[config.mk]
export PLATFORM = sky130hd
export DESIGN_NAME = region_order_log
export DESIGN_NICKNAME = d
export VERILOG_FILES = /design/src/rtl/rmo_pkg.sv /design/src/rtl/rmo_gap_counter.sv /design/src/rtl/rmo_ring.sv /design/src/rtl/rmo_scan.sv /design/src/rtl/region_order_log.sv
export SDC_FILE = /design/constraint.sdc
export NUM_CORES = 1
export LEC_CHECK = 0
export BUFFER_PORTS_ARGS = -buffer_cell sky130_fd_sc_hd__buf_2
export CORE_ASPECT_RATIO = 0.7
export CORE_MARGIN = 8
export CORE_UTILIZATION = 40
export DETAILED_ROUTE_END_ITERATION = 8
export MAX_ROUTING_LAYER = met4
export PLACE_DENSITY = 0.55
export SLEW_MARGIN = 5
export SYNTH_ARGS = -nofsm -noshare
export SYNTH_HDL_FRONTEND = slang
export SYNTH_SLANG_ARGS = --single-unit
export TNS_END_PERCENT = 10
[constraint.sdc]
create_clock -name clk -period 14.3 [get_ports clk]
set_clock_uncertainty 0.05 [all_clocks]
set_input_delay 0.715 -clock clk [delete_from_list [all_inputs] [get_ports clk]]
set_output_delay 0.715 -clock clk [all_outputs]
set_load 0.05 [all_outputs]
[src/rtl/rmo_pkg.sv]
package rmo_pkg;
  // Physical slot that lies k positions behind the newest written slot.
  function automatic int unsigned ring_back(input int unsigned wp,
                                            input int unsigned k,
                                            input int unsigned depth);
    return (wp + depth - 1 - (k % depth)) % depth;
  endfunction
endpackage

[src/rtl/rmo_gap_counter.sv]
module rmo_gap_counter #(
  parameter int DELTA_W = 4
) (
  input  logic               clk,
  input  logic               rst_n,
  input  logic               acc_vld,
  input  logic               app_vld,
  output logic [DELTA_W-1:0] gap
);
  localparam logic [DELTA_W-1:0] GAP_MAX = {DELTA_W{1'b1}};

  logic [DELTA_W-1:0] gap_nxt;
  logic               gap_en;

  always_comb begin
    gap_en  = app_vld | (acc_vld & (gap != GAP_MAX));
    gap_nxt = app_vld ? '0 : gap + 1'b1;
  end

  always_ff @(posedge clk or negedge rst_n) begin
    if (!rst_n)      gap <= '0;
    else if (gap_en) gap <= gap_nxt;
  end


  gap_clear_chk: assert property (@(posedge clk) disable iff (!rst_n)
    app_vld |=> gap == '0);

  gap_count_chk: assert property (@(posedge clk) disable iff (!rst_n)
    (acc_vld && !app_vld && gap != GAP_MAX) |=> gap == $past(gap) + 1'b1);
endmodule

[src/rtl/rmo_ring.sv]
module rmo_ring #(
  parameter int DEPTH   = 8,
  parameter int REG_W   = 16,
  parameter int KEY_W   = 16,
  parameter int DELTA_W = 4,
  localparam int IDX_W  = $clog2(DEPTH),
  localparam int CNT_W  = $clog2(DEPTH + 1)
) (
  input  logic                            clk,
  input  logic                            rst_n,
  input  logic                            dedup_en,
  input  logic                            app_vld,
  input  logic [REG_W-1:0]                app_region,
  input  logic [KEY_W-1:0]                app_key,
  input  logic [DELTA_W-1:0]              app_delta,
  output logic [DEPTH-1:0]                slot_vld,
  output logic [DEPTH-1:0][REG_W-1:0]     slot_region,
  output logic [DEPTH-1:0][KEY_W-1:0]     slot_key,
  output logic [DEPTH-1:0][DELTA_W-1:0]   slot_delta,
  output logic [IDX_W-1:0]                wptr,
  output logic [CNT_W-1:0]                cnt
);
  localparam logic [IDX_W-1:0] LAST_SLOT = IDX_W'(DEPTH - 1);
  localparam logic [CNT_W-1:0] FULL_CNT  = CNT_W'(DEPTH);

  logic [DEPTH-1:0] same_hit;
  logic             dup_hit;
  logic             do_wr;
  logic [IDX_W-1:0] wptr_nxt;
  logic [CNT_W-1:0] cnt_nxt;

  for (genvar i = 0; i < DEPTH; i++) begin : g_slot
    logic sel;
    assign same_hit[i] = slot_vld[i] && slot_region[i] == app_region &&
                         slot_key[i] == app_key && slot_delta[i] == app_delta;
    assign sel = do_wr && (wptr == IDX_W'(i));

    always_ff @(posedge clk or negedge rst_n) begin
      if (!rst_n) begin
        slot_vld[i]    <= 1'b0;
        slot_region[i] <= '0;
        slot_key[i]    <= '0;
        slot_delta[i]  <= '0;
      end else if (sel) begin
        slot_vld[i]    <= 1'b1;
        slot_region[i] <= app_region;
        slot_key[i]    <= app_key;
        slot_delta[i]  <= app_delta;
      end
    end
  end

  always_comb begin
    dup_hit  = |same_hit;
    do_wr    = app_vld && !(dedup_en && dup_hit);
    wptr_nxt = (wptr == LAST_SLOT) ? '0 : wptr + 1'b1;
    cnt_nxt  = (cnt == FULL_CNT) ? cnt : cnt + 1'b1;
  end

  always_ff @(posedge clk or negedge rst_n) begin
    if (!rst_n) begin
      wptr <= '0;
      cnt  <= '0;
    end else if (do_wr) begin
      wptr <= wptr_nxt;
      cnt  <= cnt_nxt;
    end
  end


  fill_bound_chk: assert property (@(posedge clk) disable iff (!rst_n)
    cnt <= FULL_CNT);

  dup_drop_chk: assert property (@(posedge clk) disable iff (!rst_n)
    (app_vld && dedup_en && dup_hit) |=> ($stable(wptr) && $stable(cnt)));

  fill_grow_chk: assert property (@(posedge clk) disable iff (!rst_n)
    (do_wr && cnt != FULL_CNT) |=> cnt == $past(cnt) + 1'b1);
endmodule

[src/rtl/rmo_scan.sv]
module rmo_scan #(
  parameter int DEPTH  = 8,
  parameter int REG_W  = 16,
  localparam int IDX_W = $clog2(DEPTH),
  localparam int CNT_W = $clog2(DEPTH + 1)
) (
  input  logic                        clk,
  input  logic                        rst_n,
  input  logic [DEPTH-1:0]            slot_vld,
  input  logic [DEPTH-1:0][REG_W-1:0] slot_region,
  input  logic [IDX_W-1:0]            wptr,
  input  logic [CNT_W-1:0]            cnt,
  input  logic                        srch_vld,
  input  logic [REG_W-1:0]            srch_region,
  output logic                        srch_done,
  output logic                        srch_found,
  output logic [IDX_W-1:0]            srch_idx
);
  import rmo_pkg::*;

  logic             hit_nxt;
  logic [IDX_W-1:0] idx_nxt;

  // Oldest to newest, so the newest match is the last one assigned.
  always_comb begin
    hit_nxt = 1'b0;
    idx_nxt = '0;
    for (int k = DEPTH - 1; k >= 0; k--) begin
      logic [IDX_W-1:0] sl;
      sl = IDX_W'(ring_back(int'(wptr), k, DEPTH));
      if ((k < int'(cnt)) && slot_vld[sl] && slot_region[sl] == srch_region) begin
        hit_nxt = 1'b1;
        idx_nxt = sl;
      end
    end
  end

  always_ff @(posedge clk or negedge rst_n) begin
    if (!rst_n) srch_done <= 1'b0;
    else        srch_done <= srch_vld;
  end

  always_ff @(posedge clk or negedge rst_n) begin
    if (!rst_n) begin
      srch_found <= 1'b0;
      srch_idx   <= '0;
    end else if (srch_vld) begin
      srch_found <= hit_nxt;
      srch_idx   <= hit_nxt ? idx_nxt : '0;
    end
  end


  srch_pulse_chk: assert property (@(posedge clk) disable iff (!rst_n)
    srch_vld |=> srch_done);

  miss_idx_chk: assert property (@(posedge clk) disable iff (!rst_n)
    (srch_done && !srch_found) |-> srch_idx == '0);

  hit_live_chk: assert property (@(posedge clk) disable iff (!rst_n)
    (srch_done && srch_found) |-> slot_vld[srch_idx]);
endmodule

[src/rtl/region_order_log.sv]
module region_order_log #(
  parameter int DEPTH   = 8,
  parameter int REG_W   = 16,
  parameter int KEY_W   = 16,
  parameter int DELTA_W = 4,
  localparam int IDX_W  = $clog2(DEPTH),
  localparam int CNT_W  = $clog2(DEPTH + 1)
) (
  input  logic               clk,
  input  logic               rst_n,
  input  logic               dedup_en,
  input  logic               acc_vld,
  input  logic               app_vld,
  input  logic [REG_W-1:0]   app_region,
  input  logic [KEY_W-1:0]   app_key,
  input  logic               srch_vld,
  input  logic [REG_W-1:0]   srch_region,
  output logic               srch_done,
  output logic               srch_found,
  output logic [IDX_W-1:0]   srch_idx,
  input  logic [IDX_W-1:0]   rd_idx,
  output logic               rd_valid,
  output logic [REG_W-1:0]   rd_region,
  output logic [KEY_W-1:0]   rd_key,
  output logic [DELTA_W-1:0] rd_delta,
  output logic [CNT_W-1:0]   fill_cnt,
  output logic [IDX_W-1:0]   wr_ptr
);
  logic [DELTA_W-1:0]              gap;
  logic [DEPTH-1:0]                slot_vld;
  logic [DEPTH-1:0][REG_W-1:0]     slot_region;
  logic [DEPTH-1:0][KEY_W-1:0]     slot_key;
  logic [DEPTH-1:0][DELTA_W-1:0]   slot_delta;

  rmo_gap_counter #(.DELTA_W(DELTA_W)) u_gap (
    .clk(clk), .rst_n(rst_n), .acc_vld(acc_vld), .app_vld(app_vld), .gap(gap)
  );

  rmo_ring #(.DEPTH(DEPTH), .REG_W(REG_W), .KEY_W(KEY_W), .DELTA_W(DELTA_W)) u_ring (
    .clk(clk), .rst_n(rst_n), .dedup_en(dedup_en), .app_vld(app_vld),
    .app_region(app_region), .app_key(app_key), .app_delta(gap),
    .slot_vld(slot_vld), .slot_region(slot_region), .slot_key(slot_key),
    .slot_delta(slot_delta), .wptr(wr_ptr), .cnt(fill_cnt)
  );

  rmo_scan #(.DEPTH(DEPTH), .REG_W(REG_W)) u_scan (
    .clk(clk), .rst_n(rst_n), .slot_vld(slot_vld), .slot_region(slot_region),
    .wptr(wr_ptr), .cnt(fill_cnt), .srch_vld(srch_vld), .srch_region(srch_region),
    .srch_done(srch_done), .srch_found(srch_found), .srch_idx(srch_idx)
  );

  // combinational read port
  always_comb begin
    rd_valid  = 1'b0;
    rd_region = '0;
    rd_key    = '0;
    rd_delta  = '0;
    if (int'(rd_idx) < DEPTH) begin
      rd_valid  = slot_vld[rd_idx];
      rd_region = slot_region[rd_idx];
      rd_key    = slot_key[rd_idx];
      rd_delta  = slot_delta[rd_idx];
    end
  end
endmodule

==> results by group <==
Logic synthesis
  – YS warnings: 0
  – Synth Flop Type: dfrtp_1
  – Mean Syn Cell Area: around 12 sq um
  – Count leader, synth: mux2_2
  – Yosys top cell area share: 0.300
  – Top post-synthesis cells by count: mux2_2 (328), dfrtp_1 (312), xnor2_1 (274)
  – Async set or reset register ratio after synthesis: 1.00
  – Cells after Synth: 2,086
  – Post-Syn Nets: 2,154
  – Seq/Total Area, Yosys: 0.300
  – Synth unique cells: 77
  – #FFs+latches synth: 312
  – Synth top area cells: dfrtp_1 (30%), mux4_2 (17%), mux2_2 (14%)
  – EDFF count, synth: 0
  – Cell Area, Synth: 26,000 sq um
  – Synth area leader: dfrtp_1

Detailed routing
  – Via count: 18,900
  – Drt pass-1 iters: 7
  – Final wirelength: approximately 100,000 microns
  – DRT iter0 DRCs: 2,320
  – DR DRC count: 0
  – Antenna Nets Post-Route: 0
  – Vias per cell: 6.41
  – WL/cell: ~34 microns

Setup path
  – Worst Path Required: 14.74 ns
  – Slowest-stage cell, CP: ha_4
  – CP Launch Type: flip-flop
  – Max incr delay on CP: approximately 0.8 ns
  – Buf+Inv Stages, Crit Path: 2
  – Data arrival time of the worst path: roughly 6.0 ns
  – Crit Path Category: flip-flop to flip-flop
  – Critical Path End Type: flip-flop
  – Cell Chain, Critical Path: inv_1 > ha_4 > buf_12 > mux4_2 > mux2i_1 > xnor2_1 > nor4_1 > nand4_1 > and4b_1 > o21ai_0 > a211o_1 > a32o_1
  – CP Max Fanout: ~150
  – Largest delay share family, worst path: simple AND/OR/NAND/NOR gates

Global route
  – Remaining Overflow, GRT: 0
  – First-pass GRT wire length: 144,000 microns
  – Antenna violations before repair: 9
  – GRT Util Overall: 0.278
  – Largest net degree at the start of global routing: 149
  – Vias in the first global route: 18,300

Placement
  – Placer Congestion: 1.02
  – IO buf count: ~110
  – Post-DP Area: 26,600 sq um
  – DPL Wire Length: 73,800 microns

Clocking
  – Hold buffers post-CTS: 0
  – Clock Path Buffers: 3
  – Number of H-tree levels: 2
  – Worst-Skew Late Latency: 0.60 ns
  – TritonCTS buffer count: 36
  – Post-CTS setup buffer count: 0
  – TritonCTS clock tree: done
  – Cts repair resizes: 0
  – Root Driver: clkbuf_16
  – Clk sinks: around 310
  – Worst-path clk slew: 0.08 ns

STA
  – TNS Setup: 0 ns
  – Final Max Slew Viols: 0
  – RSZ-0062 raised after global routing: false
  – Normalized max-slew margin: 0.181
  – Crit path time final: approximately 5.6 ns
  – Fmax: 179 MHz
  – Final number of setup-violating endpoints: 0
  – Final-report hold violation count: 0
  – Worst Max-Slew Pin Slew: 1.22 ns
  – Fin crit share: 0.392

Outcome
  – Status: finished, final reports clean

Floorplan
  – Ports: 106
  – Die area: 73,500 sq um
  – Starting Density: 0.403
  – Rows: 78
  – CORE AREA: 64,500 sq um
  – Die Y: 229 microns
  – Die width: 321 microns

Layout
  – Layout area overhead: 7.30%
  – Fraction of layout cells with a size suffix above 1: 0.363
  – Post-route cell area: 27,900 sq um
  – Final #Nets: 2,107

Run
  – Max Cap Viol: 0

Worst hold path
  – Min-delay worst type: primary input to asynchronous set/reset pin
-- cells by family after synthesis --
kind of cell | share of synthesized area
compound gates | 0.0210
xor+xnor | 0.146
fa+ha+maj | 0.00530
buf+inv | 0.0520
flops | 0.300
mux | 0.406
simple gates | 0.0694
-- sequential cells by signal, summed over array words and instances, names as in the netlist --
| signal | cells |
|---|---|
| u_ring.slot_vld | 8 |
| u_ring.slot_delta | 32 |
| u_scan.srch_idx | 3 |
| u_scan.srch_found | 1 |
| u_ring.cnt | 4 |
| u_ring.slot_key | 128 |
| u_ring.wptr | 3 |
| u_scan.srch_done | 1 |
| u_gap.gap | 4 |
| u_ring.slot_region | 128 |
-- worst register-to-register path, cell delays in order, from the launching register on --
cell and delay (ns):
dfrtp_1 0.39, inv_1 0.17, ha_4 0.82, buf_12 0.67, mux4_2 0.84, mux2i_1 0.24, xnor2_1 0.22, nor4_1 0.74
nand4_1 0.16, and4b_1 0.52, o21ai_0 0.16, a211o_1 0.31, a32o_1 0.24
-- placed cells by master (no fill, tap or decap), drive strengths merged, types with 5 or more instances in the layout --
cell type	n
a21oi	21
nand4	71
buf	131
mux2i	168
and3	7
o21ai	9
nor4	54
nor4b	11
clkinv	10
nor2	33
xnor2	275
diode	6
ha	11
clkbuf	46
mux2	328
mux4	225
dfrtp	312
nand2	46
nand2b	13
o22ai	13
xor2	150
nand3	15
nor3	26
inv	17
nand4b	5
-- metrics by stage --
step | hold slack (ns) | std cells | utilization | setup WS, ns
finish | 0.0937 | 2952 | 0.432 | 8.70
global route | 0.184 | 2952 | 0.432 | 8.46
CTS | 0.123 | 2946 | 0.432 | 8.87
detailed placement | 0.422 | 2881 | 0.413 | 8.90
floorplan | 0.369 | 2086 | - | 8.99
global placement | 0.424 | 2881 | 0.413 | 9.00
-- worst paths after layout --
path                                                from                                  to  slack [ns]  cells past startpoint
min reg2reg                u_scan.srch_found$_DFFE_PN0P_       u_scan.srch_found$_DFFE_PN0P_        0.43                      1
max in group asynchronous                          rst_n  u_ring.slot_region[14]$_DFFE_PN0P_       11.50                      3
max                           u_ring.wptr[1]$_DFFE_PN0P_      u_scan.srch_idx[0]$_DFFE_PN0P_        8.70                     12
min                                                rst_n      u_scan.srch_idx[0]$_DFFE_PN0P_        0.09                      1
min in group clk                                srch_vld          u_scan.srch_done$_DFF_PN0_        0.23                      1
max reg2reg                   u_ring.wptr[1]$_DFFE_PN0P_      u_scan.srch_idx[0]$_DFFE_PN0P_        8.70                     12
-- per-layer routing --
layer	wire length [microns]	share of wire	GRT usage
met1	46000	0.45	0.397
met5	0	0	-
met2	41200	0.41	0.365
met4	1370	0.013	0.0408
met3	13100	0.13	0.123
-- cell type report --
cell class	count	area, sq um
fillers	6051	36600
multi-input cells	1542	16900
flip-flops and latches	312	7820
well taps	880	1100
clock buffers	46	1030
repair buffers	131	748
clock inverters	19	223
inverters	16	60.1
diodes	6	15.0
Power is not shown: default switching activity piles up to over one toggle a cycle in this logic, so the estimate is an artifact.
